`src/rtl/i2s_xcvr_pkg.sv`:
```
package i2s_xcvr_pkg;
  localparam int MCLK_RATIO = 256;

  function automatic int ceil_div(input int a, input int b);
    return (a + b - 1) / b;
  endfunction
endpackage

```
`src/rtl/i2s_clkgen.sv`:
```
module i2s_clkgen
  import i2s_xcvr_pkg::*;
#(
  parameter int SAMPLE_W  = 24,
  parameter int MCLK_HALF = 1,
  localparam int SLOTS    = 2 * SAMPLE_W,
  localparam int SLOT_W   = $clog2(SLOTS)
) (
  input  logic              clk,
  input  logic              rst,
  output logic              mclk_o,
  output logic              bclk_o,
  output logic              fall_o,
  output logic              rise_o,
  output logic [SLOT_W-1:0] slot_o,
  output logic [SLOT_W-1:0] slot_nxt_o
);
  localparam int FRAME_CYC = 2 * MCLK_RATIO * MCLK_HALF;
  localparam int STEP      = 4 * SAMPLE_W;
  localparam int ACC_W     = $clog2(FRAME_CYC) + 1;
  localparam int MC_W      = $clog2(MCLK_HALF) + 1;
  localparam int FIRST     = ceil_div(FRAME_CYC, STEP);

  logic [MC_W-1:0]   mc_cnt;
  logic              mclk_q;
  logic [ACC_W-1:0]  acc;
  logic [ACC_W-1:0]  sum;
  logic              tgl;
  logic              bclk_q;
  logic [SLOT_W-1:0] slot_q;

  // oversampling clock: plain half-period counter
  always_ff @(posedge clk) begin
    if (rst) begin
      mc_cnt <= '0;
      mclk_q <= 1'b0;
    end else if (mc_cnt == MC_W'(MCLK_HALF - 1)) begin
      mc_cnt <= '0;
      mclk_q <= ~mclk_q;
    end else begin
      mc_cnt <= mc_cnt + 1'b1;
    end
  end

  // bit clock: fractional accumulator, 4*SAMPLE_W toggles per frame
  assign sum = acc + ACC_W'(STEP);
  assign tgl = (sum >= ACC_W'(FRAME_CYC));

  always_ff @(posedge clk) begin
    if (rst) begin
      acc    <= '0;
      bclk_q <= 1'b1;
    end else if (tgl) begin
      acc    <= sum - ACC_W'(FRAME_CYC);
      bclk_q <= ~bclk_q;
    end else begin
      acc    <= sum;
    end
  end

  assign fall_o     = tgl & bclk_q;
  assign rise_o     = tgl & ~bclk_q;
  assign slot_nxt_o = (slot_q == SLOT_W'(SLOTS - 1)) ? '0 : slot_q + 1'b1;

  always_ff @(posedge clk) begin
    if (rst)         slot_q <= SLOT_W'(SLOTS - 1);
    else if (fall_o) slot_q <= slot_nxt_o;
  end

  assign mclk_o = mclk_q;
  assign bclk_o = bclk_q;
  assign slot_o = slot_q;

  // every frame opens at the same oversampling clock phase
  assert_mclk_frame_phase_R2: assert property (@(posedge clk) disable iff (rst)
    (fall_o && slot_nxt_o == '0) |=>
      (mc_cnt == MC_W'(FIRST % MCLK_HALF) && mclk_q == 1'((FIRST / MCLK_HALF) % 2)));

  // no two bit-clock toggles in adjacent cycles
  assert_bclk_no_glitch_R3: assert property (@(posedge clk) disable iff (rst)
    tgl |=> !tgl);
endmodule

```
`src/rtl/i2s_tx_ser.sv`:
```
module i2s_tx_ser #(
  parameter int SAMPLE_W = 24,
  localparam int SLOTS   = 2 * SAMPLE_W,
  localparam int SLOT_W  = $clog2(SLOTS)
) (
  input  logic                clk,
  input  logic                rst,
  input  logic                fall_i,
  input  logic [SLOT_W-1:0]   slot_nxt_i,
  input  logic                tx_valid_i,
  input  logic [SAMPLE_W-1:0] tx_left_i,
  input  logic [SAMPLE_W-1:0] tx_right_i,
  output logic                ws_o,
  output logic                sdout_o,
  output logic                tx_req_o
);
  logic [SAMPLE_W-1:0] hold_l, hold_r;
  logic [SLOTS-1:0]    shreg;
  logic                ws_q, sd_q, req_q;

  // holding register; the frame-start copy below sees the old value
  always_ff @(posedge clk) begin
    if (rst) begin
      hold_l <= '0;
      hold_r <= '0;
    end else if (tx_valid_i) begin
      hold_l <= tx_left_i;
      hold_r <= tx_right_i;
    end
  end

  // slot 0 emits the top bit left after 2W-1 shifts: previous right LSB
  always_ff @(posedge clk) begin
    if (rst) begin
      shreg <= '0;
      ws_q  <= 1'b1;
      sd_q  <= 1'b0;
      req_q <= 1'b0;
    end else begin
      req_q <= 1'b0;
      if (fall_i) begin
        sd_q <= shreg[SLOTS-1];
        ws_q <= (slot_nxt_i >= SLOT_W'(SAMPLE_W));
        if (slot_nxt_i == '0) begin
          shreg <= {hold_l, hold_r};
          req_q <= 1'b1;
        end else begin
          shreg <= {shreg[SLOTS-2:0], 1'b0};
        end
      end
    end
  end

  assign ws_o     = ws_q;
  assign sdout_o  = sd_q;
  assign tx_req_o = req_q;

  // channel select moves only with a bit-clock fall
  assert_ws_on_fall_R4: assert property (@(posedge clk) disable iff (rst)
    (ws_q != $past(ws_q)) |-> $past(fall_i));

  // output data moves only with a bit-clock fall
  assert_sdout_on_fall_R5: assert property (@(posedge clk) disable iff (rst)
    (sd_q != $past(sd_q)) |-> $past(fall_i));

  // the request marks the start of the left half
  assert_req_at_left_start_R6: assert property (@(posedge clk) disable iff (rst)
    req_q |-> (!ws_q && $past(ws_q)));
endmodule

```
`src/rtl/i2s_rx_deser.sv`:
```
module i2s_rx_deser #(
  parameter int SAMPLE_W = 24,
  localparam int SLOTS   = 2 * SAMPLE_W,
  localparam int SLOT_W  = $clog2(SLOTS)
) (
  input  logic                clk,
  input  logic                rst,
  input  logic                rise_i,
  input  logic [SLOT_W-1:0]   slot_i,
  input  logic                sdin_i,
  output logic [SAMPLE_W-1:0] rx_left_o,
  output logic [SAMPLE_W-1:0] rx_right_o,
  output logic                rx_valid_o
);
  logic [SLOTS-2:0]    rsh;
  logic [SLOTS-1:0]    full;
  logic                primed;
  logic [SAMPLE_W-1:0] l_q, r_q;
  logic                v_q;

  assign full = {rsh, sdin_i};

  always_ff @(posedge clk) begin
    if (rst) begin
      rsh    <= '0;
      primed <= 1'b0;
      l_q    <= '0;
      r_q    <= '0;
      v_q    <= 1'b0;
    end else begin
      v_q <= 1'b0;
      if (rise_i) begin
        rsh <= full[SLOTS-2:0];
        if (slot_i == '0) begin
          if (primed) begin
            l_q <= full[SLOTS-1:SAMPLE_W];
            r_q <= full[SAMPLE_W-1:0];
            v_q <= 1'b1;
          end
        end else begin
          primed <= 1'b1;
        end
      end
    end
  end

  assign rx_left_o  = l_q;
  assign rx_right_o = r_q;
  assign rx_valid_o = v_q;

  // strobe lasts one cycle
  assert_valid_single_R9: assert property (@(posedge clk) disable iff (rst)
    v_q |=> !v_q);

  // received data changes only together with the strobe
  assert_data_stable_R9: assert property (@(posedge clk) disable iff (rst)
    !v_q |-> (l_q == $past(l_q) && r_q == $past(r_q)));
endmodule

```
`src/rtl/i2s_master_xcvr.sv`:
```
module i2s_master_xcvr #(
  parameter int SAMPLE_W  = 24,
  parameter int MCLK_HALF = 1
) (
  input  logic                clk,
  input  logic                rst,
  input  logic                tx_valid_i,
  input  logic [SAMPLE_W-1:0] tx_left_i,
  input  logic [SAMPLE_W-1:0] tx_right_i,
  output logic                tx_req_o,
  output logic [SAMPLE_W-1:0] rx_left_o,
  output logic [SAMPLE_W-1:0] rx_right_o,
  output logic                rx_valid_o,
  output logic                mclk_o,
  output logic                bclk_o,
  output logic                ws_o,
  output logic                sdout_o,
  input  logic                sdin_i
);
  localparam int SLOT_W = $clog2(2 * SAMPLE_W);

  logic              fall, rise;
  logic [SLOT_W-1:0] slot, slot_nxt;

  i2s_clkgen #(.SAMPLE_W(SAMPLE_W), .MCLK_HALF(MCLK_HALF)) u_clkgen (
    .clk        (clk),
    .rst        (rst),
    .mclk_o     (mclk_o),
    .bclk_o     (bclk_o),
    .fall_o     (fall),
    .rise_o     (rise),
    .slot_o     (slot),
    .slot_nxt_o (slot_nxt)
  );

  i2s_tx_ser #(.SAMPLE_W(SAMPLE_W)) u_tx (
    .clk        (clk),
    .rst        (rst),
    .fall_i     (fall),
    .slot_nxt_i (slot_nxt),
    .tx_valid_i (tx_valid_i),
    .tx_left_i  (tx_left_i),
    .tx_right_i (tx_right_i),
    .ws_o       (ws_o),
    .sdout_o    (sdout_o),
    .tx_req_o   (tx_req_o)
  );

  i2s_rx_deser #(.SAMPLE_W(SAMPLE_W)) u_rx (
    .clk        (clk),
    .rst        (rst),
    .rise_i     (rise),
    .slot_i     (slot),
    .sdin_i     (sdin_i),
    .rx_left_o  (rx_left_o),
    .rx_right_o (rx_right_o),
    .rx_valid_o (rx_valid_o)
  );

  // a received pair is completed on a bit-clock rise, in the left half
  assert_valid_on_rise_R9: assert property (@(posedge clk) disable iff (rst)
    rx_valid_o |-> (bclk_o && !$past(bclk_o) && !ws_o));

  // channel select and bit clock fall together
  assert_ws_fall_with_bclk_R4: assert property (@(posedge clk) disable iff (rst)
    $fell(ws_o) |-> $fell(bclk_o));
endmodule

```
`config.mk`:
```
export PLATFORM = sky130hd
export DESIGN_NAME = i2s_master_xcvr
export DESIGN_NICKNAME = d
export VERILOG_FILES = /design/src/rtl/i2s_xcvr_pkg.sv /design/src/rtl/i2s_clkgen.sv /design/src/rtl/i2s_tx_ser.sv /design/src/rtl/i2s_rx_deser.sv /design/src/rtl/i2s_master_xcvr.sv
export SDC_FILE = /design/constraint.sdc
export NUM_CORES = 1
export LEC_CHECK = 0
export BUFFER_PORTS_ARGS = -buffer_cell sky130_fd_sc_hd__buf_2
export CORE_MARGIN = 5
export CORE_UTILIZATION = 57
export DETAILED_ROUTE_END_ITERATION = 8
export PLACE_DENSITY = 0.78
export RECOVER_POWER = 50
export SLEW_MARGIN = 20
export SYNTH_ARGS = -nofsm -noshare
export SYNTH_HDL_FRONTEND = slang
export SYNTH_HIERARCHICAL = 1
export SYNTH_SLANG_ARGS = --single-unit
```
`constraint.sdc`:
```
create_clock -name clk -period 2.8 [get_ports clk]
set_input_delay 0.28 -clock clk [delete_from_list [all_inputs] [get_ports clk]]
set_output_delay 0.28 -clock clk [all_outputs]
set_load 0.01 [all_outputs]
```
==> impl_metrics.csv <==
group,metric,value,unit
cells_and_area,diodes,0,
global_routing,grt_pass1_wl,29000,um
cells_and_area,fillers,1211,
cells_and_area,layout_common_cells,"209 x dfxtp_1, 156 x nor2_1, 96 x mux2i_1, 67 x o21ai_1, 61 x clkbuf_1",
global_routing,grt_use_met3,4.23,%
outcome,status,"complete, but fails checks",
worst_setup_path,cp_slowest_cell,"or4_4",
synthesis,synth_top_cell_area_share,50.3,%
hold_path,min_delay_path_depth,3,
worst_setup_path,cp-end-kind,"flip-flop",
hold_path,hp-class,"input port to flip-flop",
run,max_cap_violations,1,
floorplanning,io_pins,106,
clock_network,numCtsBuffers,22,
sta,finalWorstSetupSlack,0.186,ns
place,hpwl,10100,um
power,p_leak,3.37,nW
detailed_routing,first_pass_iters,5,
floorplanning,die_area,0.0171,mm^2
detailed_routing,postRouteAntennaNets,0,
synthesis,yosys.cell_types.count,41,
sta,fin_skew,0.00938,ns
cells_and_area,layout.cells.non_filler,1155,
worst_setup_path,crit_family,"simple AND/OR/NAND/NOR gates",
worst_setup_path,r2r-start,"u_clkgen/slot_o[1]",
power,peakVddDrop,0.501,mV
place,globalplace.congestion,0.740,
floorplanning,num_rows,44,
worst_setup_path,max_stage_delay,0.70,ns
clock_network,worstSkewPairLatency,0.50,ns
clock_network,cts-root-buf,"clkbuf_16",
detailed_routing,drt-vias-per-instance,5.79,
worst_setup_path,arrival,2.95,ns
synthesis,ys_warn_count,6,
synthesis,ys.flop_type,"dfxtp_1",
worst_setup_path,path_cells,"ha_1 > nand3_2 > nor3b_4 > nor2_1 > or4_4 > o21ai_0 > a311oi_1",
floorplanning,initial_core_util,57.6,%
place,portBuffers,105,
global_routing,grt_use_total,20.0,%
synthesis,synthCells,895,
global_routing,use_met1,28.2,%
clock_network,clkTransAtPathRegs,0.06,ns
synthesis,synth_seq_cells,209,
synthesis,netlist_top_cells_area,"dfxtp_1 50%, mux2i_1 12%, nor2_1 7.1%, a311oi_1 5.0%, o21ai_1 4.3%",
global_routing,busiest_layer,"met2",
global_routing,grt_antenna_before_repair,0,
clock_network,cts_setup_buffers,0,
worst_setup_path,rr_worst_depth,7,
sta,fin_crit_sh,93.4,%
cells_and_area,drive_gt1_share,11.7,%
detailed_routing,drc,0,
sta,setup_viol_count_final,0,
cells_and_area,layout_commonest_cell,"dfxtp_1",
worst_setup_path,cp_num_buf_inv,0,
floorplanning,die_w,131,um
detailed_routing,first_iter_violations,459,
sta,setup_tns,0,ns
hold_path,min_to,"u_tx/hold_l[23]",
synthesis,synth-edff-count,0,
synthesis,syn-cell-area,0.00831,mm^2
synthesis,yosysSeqAreaShare,50.3,%
worst_setup_path,cp_max_fo,24,
place,dp_cells,1109,
clock_network,htreeDepth,1,
outcome,violations,"capacitance limit, slew limit",
global_routing,grt_pass1_vias,6091,
worst_setup_path,ff2ff_setup_slack,0.19,ns
worst_setup_path,rr_endpoint,"u_tx/shreg[9]",
hold_path,holdCritStartpoint,"tx_left_i[23]",
worst_setup_path,cp-start-kind,"flip-flop",
synthesis,async_reset_ff_share,0,%
sta,fmax,0.382,GHz
synthesis,synth_area_leader_cell,"dfxtp_1",
detailed_routing,vias,6686,
power,p_per_area,685,mW/mm^2
clock_network,ctsLongestPathBuffers,3,
sta,finalCriticalPeriod,2.61,ns
worst_setup_path,critPathRequiredTime,3.14,ns
cells_and_area,final_nets,1010,
global_routing,grt_max_degree,117,
global_routing,use_met2,31.9,%
sta,hold_viol,0,
synthesis,syn_avg_cell_area,9.29,um^2
sta,final_max_slew_viol_count,24,
sta,grt_setup_unrepaired,"no",
worst_setup_path,path_class,"flip-flop to flip-flop",
detailed_routing,wl,17900,um
detailed_routing,wl_per_cell,15.5,um
place,pre_cts_slack,0.0806,ns
cells_and_area,utilization,66.1,%
synthesis,synth_nets,949,
floorplanning,die_h,131,um
clock_network,cts_tree,"done",
global_routing,grt-ovfl-total,0,
cells_and_area,syn_to_final_growth,14.6,%
sta,maxSlewHeadroom,-12.8,%
sta,tightest_slew,1.69,ns
floorplanning,coreArea,0.0144,mm^2
clock_network,clock_sinks,209,
through the flow:
step	power [W]	instance area (um^2)	hold WS, ns
after floorplan	0.00354	8310	0.374
after global placement	0.00365	8820	0.422
after global routing	0.00680	9530	0.0141
after CTS	0.00659	9620	0.00189
after detailed placement	0.00366	8820	0.432
final	0.00653	9530	0.0207
registers in the layout, indices dropped and copies added, names as in the netlist:
| signal | flops |
|---|---|
| u_tx/shreg | 48 |
| u_clkgen/mc_cnt | 1 |
| u_tx/hold_r | 24 |
| u_tx/sdout_o | 1 |
| u_rx/rx_valid_o | 1 |
| u_rx/rsh | 47 |
| u_clkgen/slot_o | 6 |
| u_tx/hold_l | 24 |
| u_rx/rx_right_o | 24 |
| u_tx/tx_req_o | 1 |
| u_clkgen/acc | 4 |
| u_clkgen/mclk_o | 1 |
| u_tx/ws_o | 1 |
| u_rx/rx_left_o | 24 |
| u_rx/primed | 1 |
| u_clkgen/bclk_o | 1 |
cell families (layout without fill, tap and decap cells):
group | after synthesis | count (layout) | share of synthesized area (%)
other | 1 | 1 | 0.0451
XOR/XNOR | 5 | 5 | 0.527
AO/OA/AOI/OAI | 206 | 206 | 14.8
flip-flops | 209 | 209 | 50.3
buffers and inverters | 94 | 169 | 5.77
multiplexers | 97 | 97 | 11.7
AND/OR/NAND/NOR | 281 | 282 | 16.6
adder cells (fa/ha/maj) | 2 | 2 | 0.301
cells in the mapped netlist (all sizes together), types with 3 or more instances:
library cell and count:
mux2i 96, o21ai 98, nand3 49, nor3b 3
and3 3, buf 41, nor4 3, xor2 3
a21oi 55, a311oi 47, nand4 49, nor2 158
nor3 4, dfxtp 209, clkbuf 50, inv 3
worst min-delay path, delay by kind of cell:
family                 cells  cell delay [ns]
buffers and inverters      1             0.08
multiplexers               1             0.05
AND/OR/NAND/NOR            1             0.07
power breakdown:
part           switching (W)  total [W]  internal [W]
clock                0.00114    0.00292       0.00178
combinational       0.000330   0.000515      0.000185
sequential         0.0000464    0.00310       0.00305
total                0.00151    0.00653       0.00502
per-layer routing:
| layer | part of all wire [%] | vias up |
|---|---|---|
| met4 | 1.1 | 0 |
| met1 | 46 | 3157 |
| li1 | - | 3336 |
| met5 | 0 | - |
| met3 | 6.7 | 20 |
| met2 | 46 | 173 |
worst max path at each step:
stage,startpoint,to,cells after the start
after floorplan,u_clkgen/slot_o[0],u_tx/shreg[38],9
after global placement,u_clkgen/slot_o[1],u_tx/shreg[17],7
after detailed placement,u_clkgen/slot_o[1],u_tx/shreg[9],7
after CTS,u_clkgen/slot_o[1],u_tx/shreg[9],7
after global routing,u_clkgen/slot_o[1],u_tx/shreg[10],7
final,u_clkgen/slot_o[1],u_tx/shreg[9],7
cell type report:
cell class                      instances  area [um^2]  area share, %
Clock inverter                          4         51.3          0.538
Multi-Input combinational cell        593         3680           38.6
Clock buffer                           35          691           7.25
Tap cell                              184          230           2.42
Timing Repair Buffer                  127          684           7.18
Sequential cell                       209         4180           43.9
Inverter                                3         11.3          0.118
what timing repair did:
action | CTS | global route
setup endpoints to repair | 0 | 45
hold buffers | 6 | 0
resized for setup | 0 | 1
endpoints found under the hold margin | 6 | 0
Note: power is estimated with default switching activity, not from simulation.
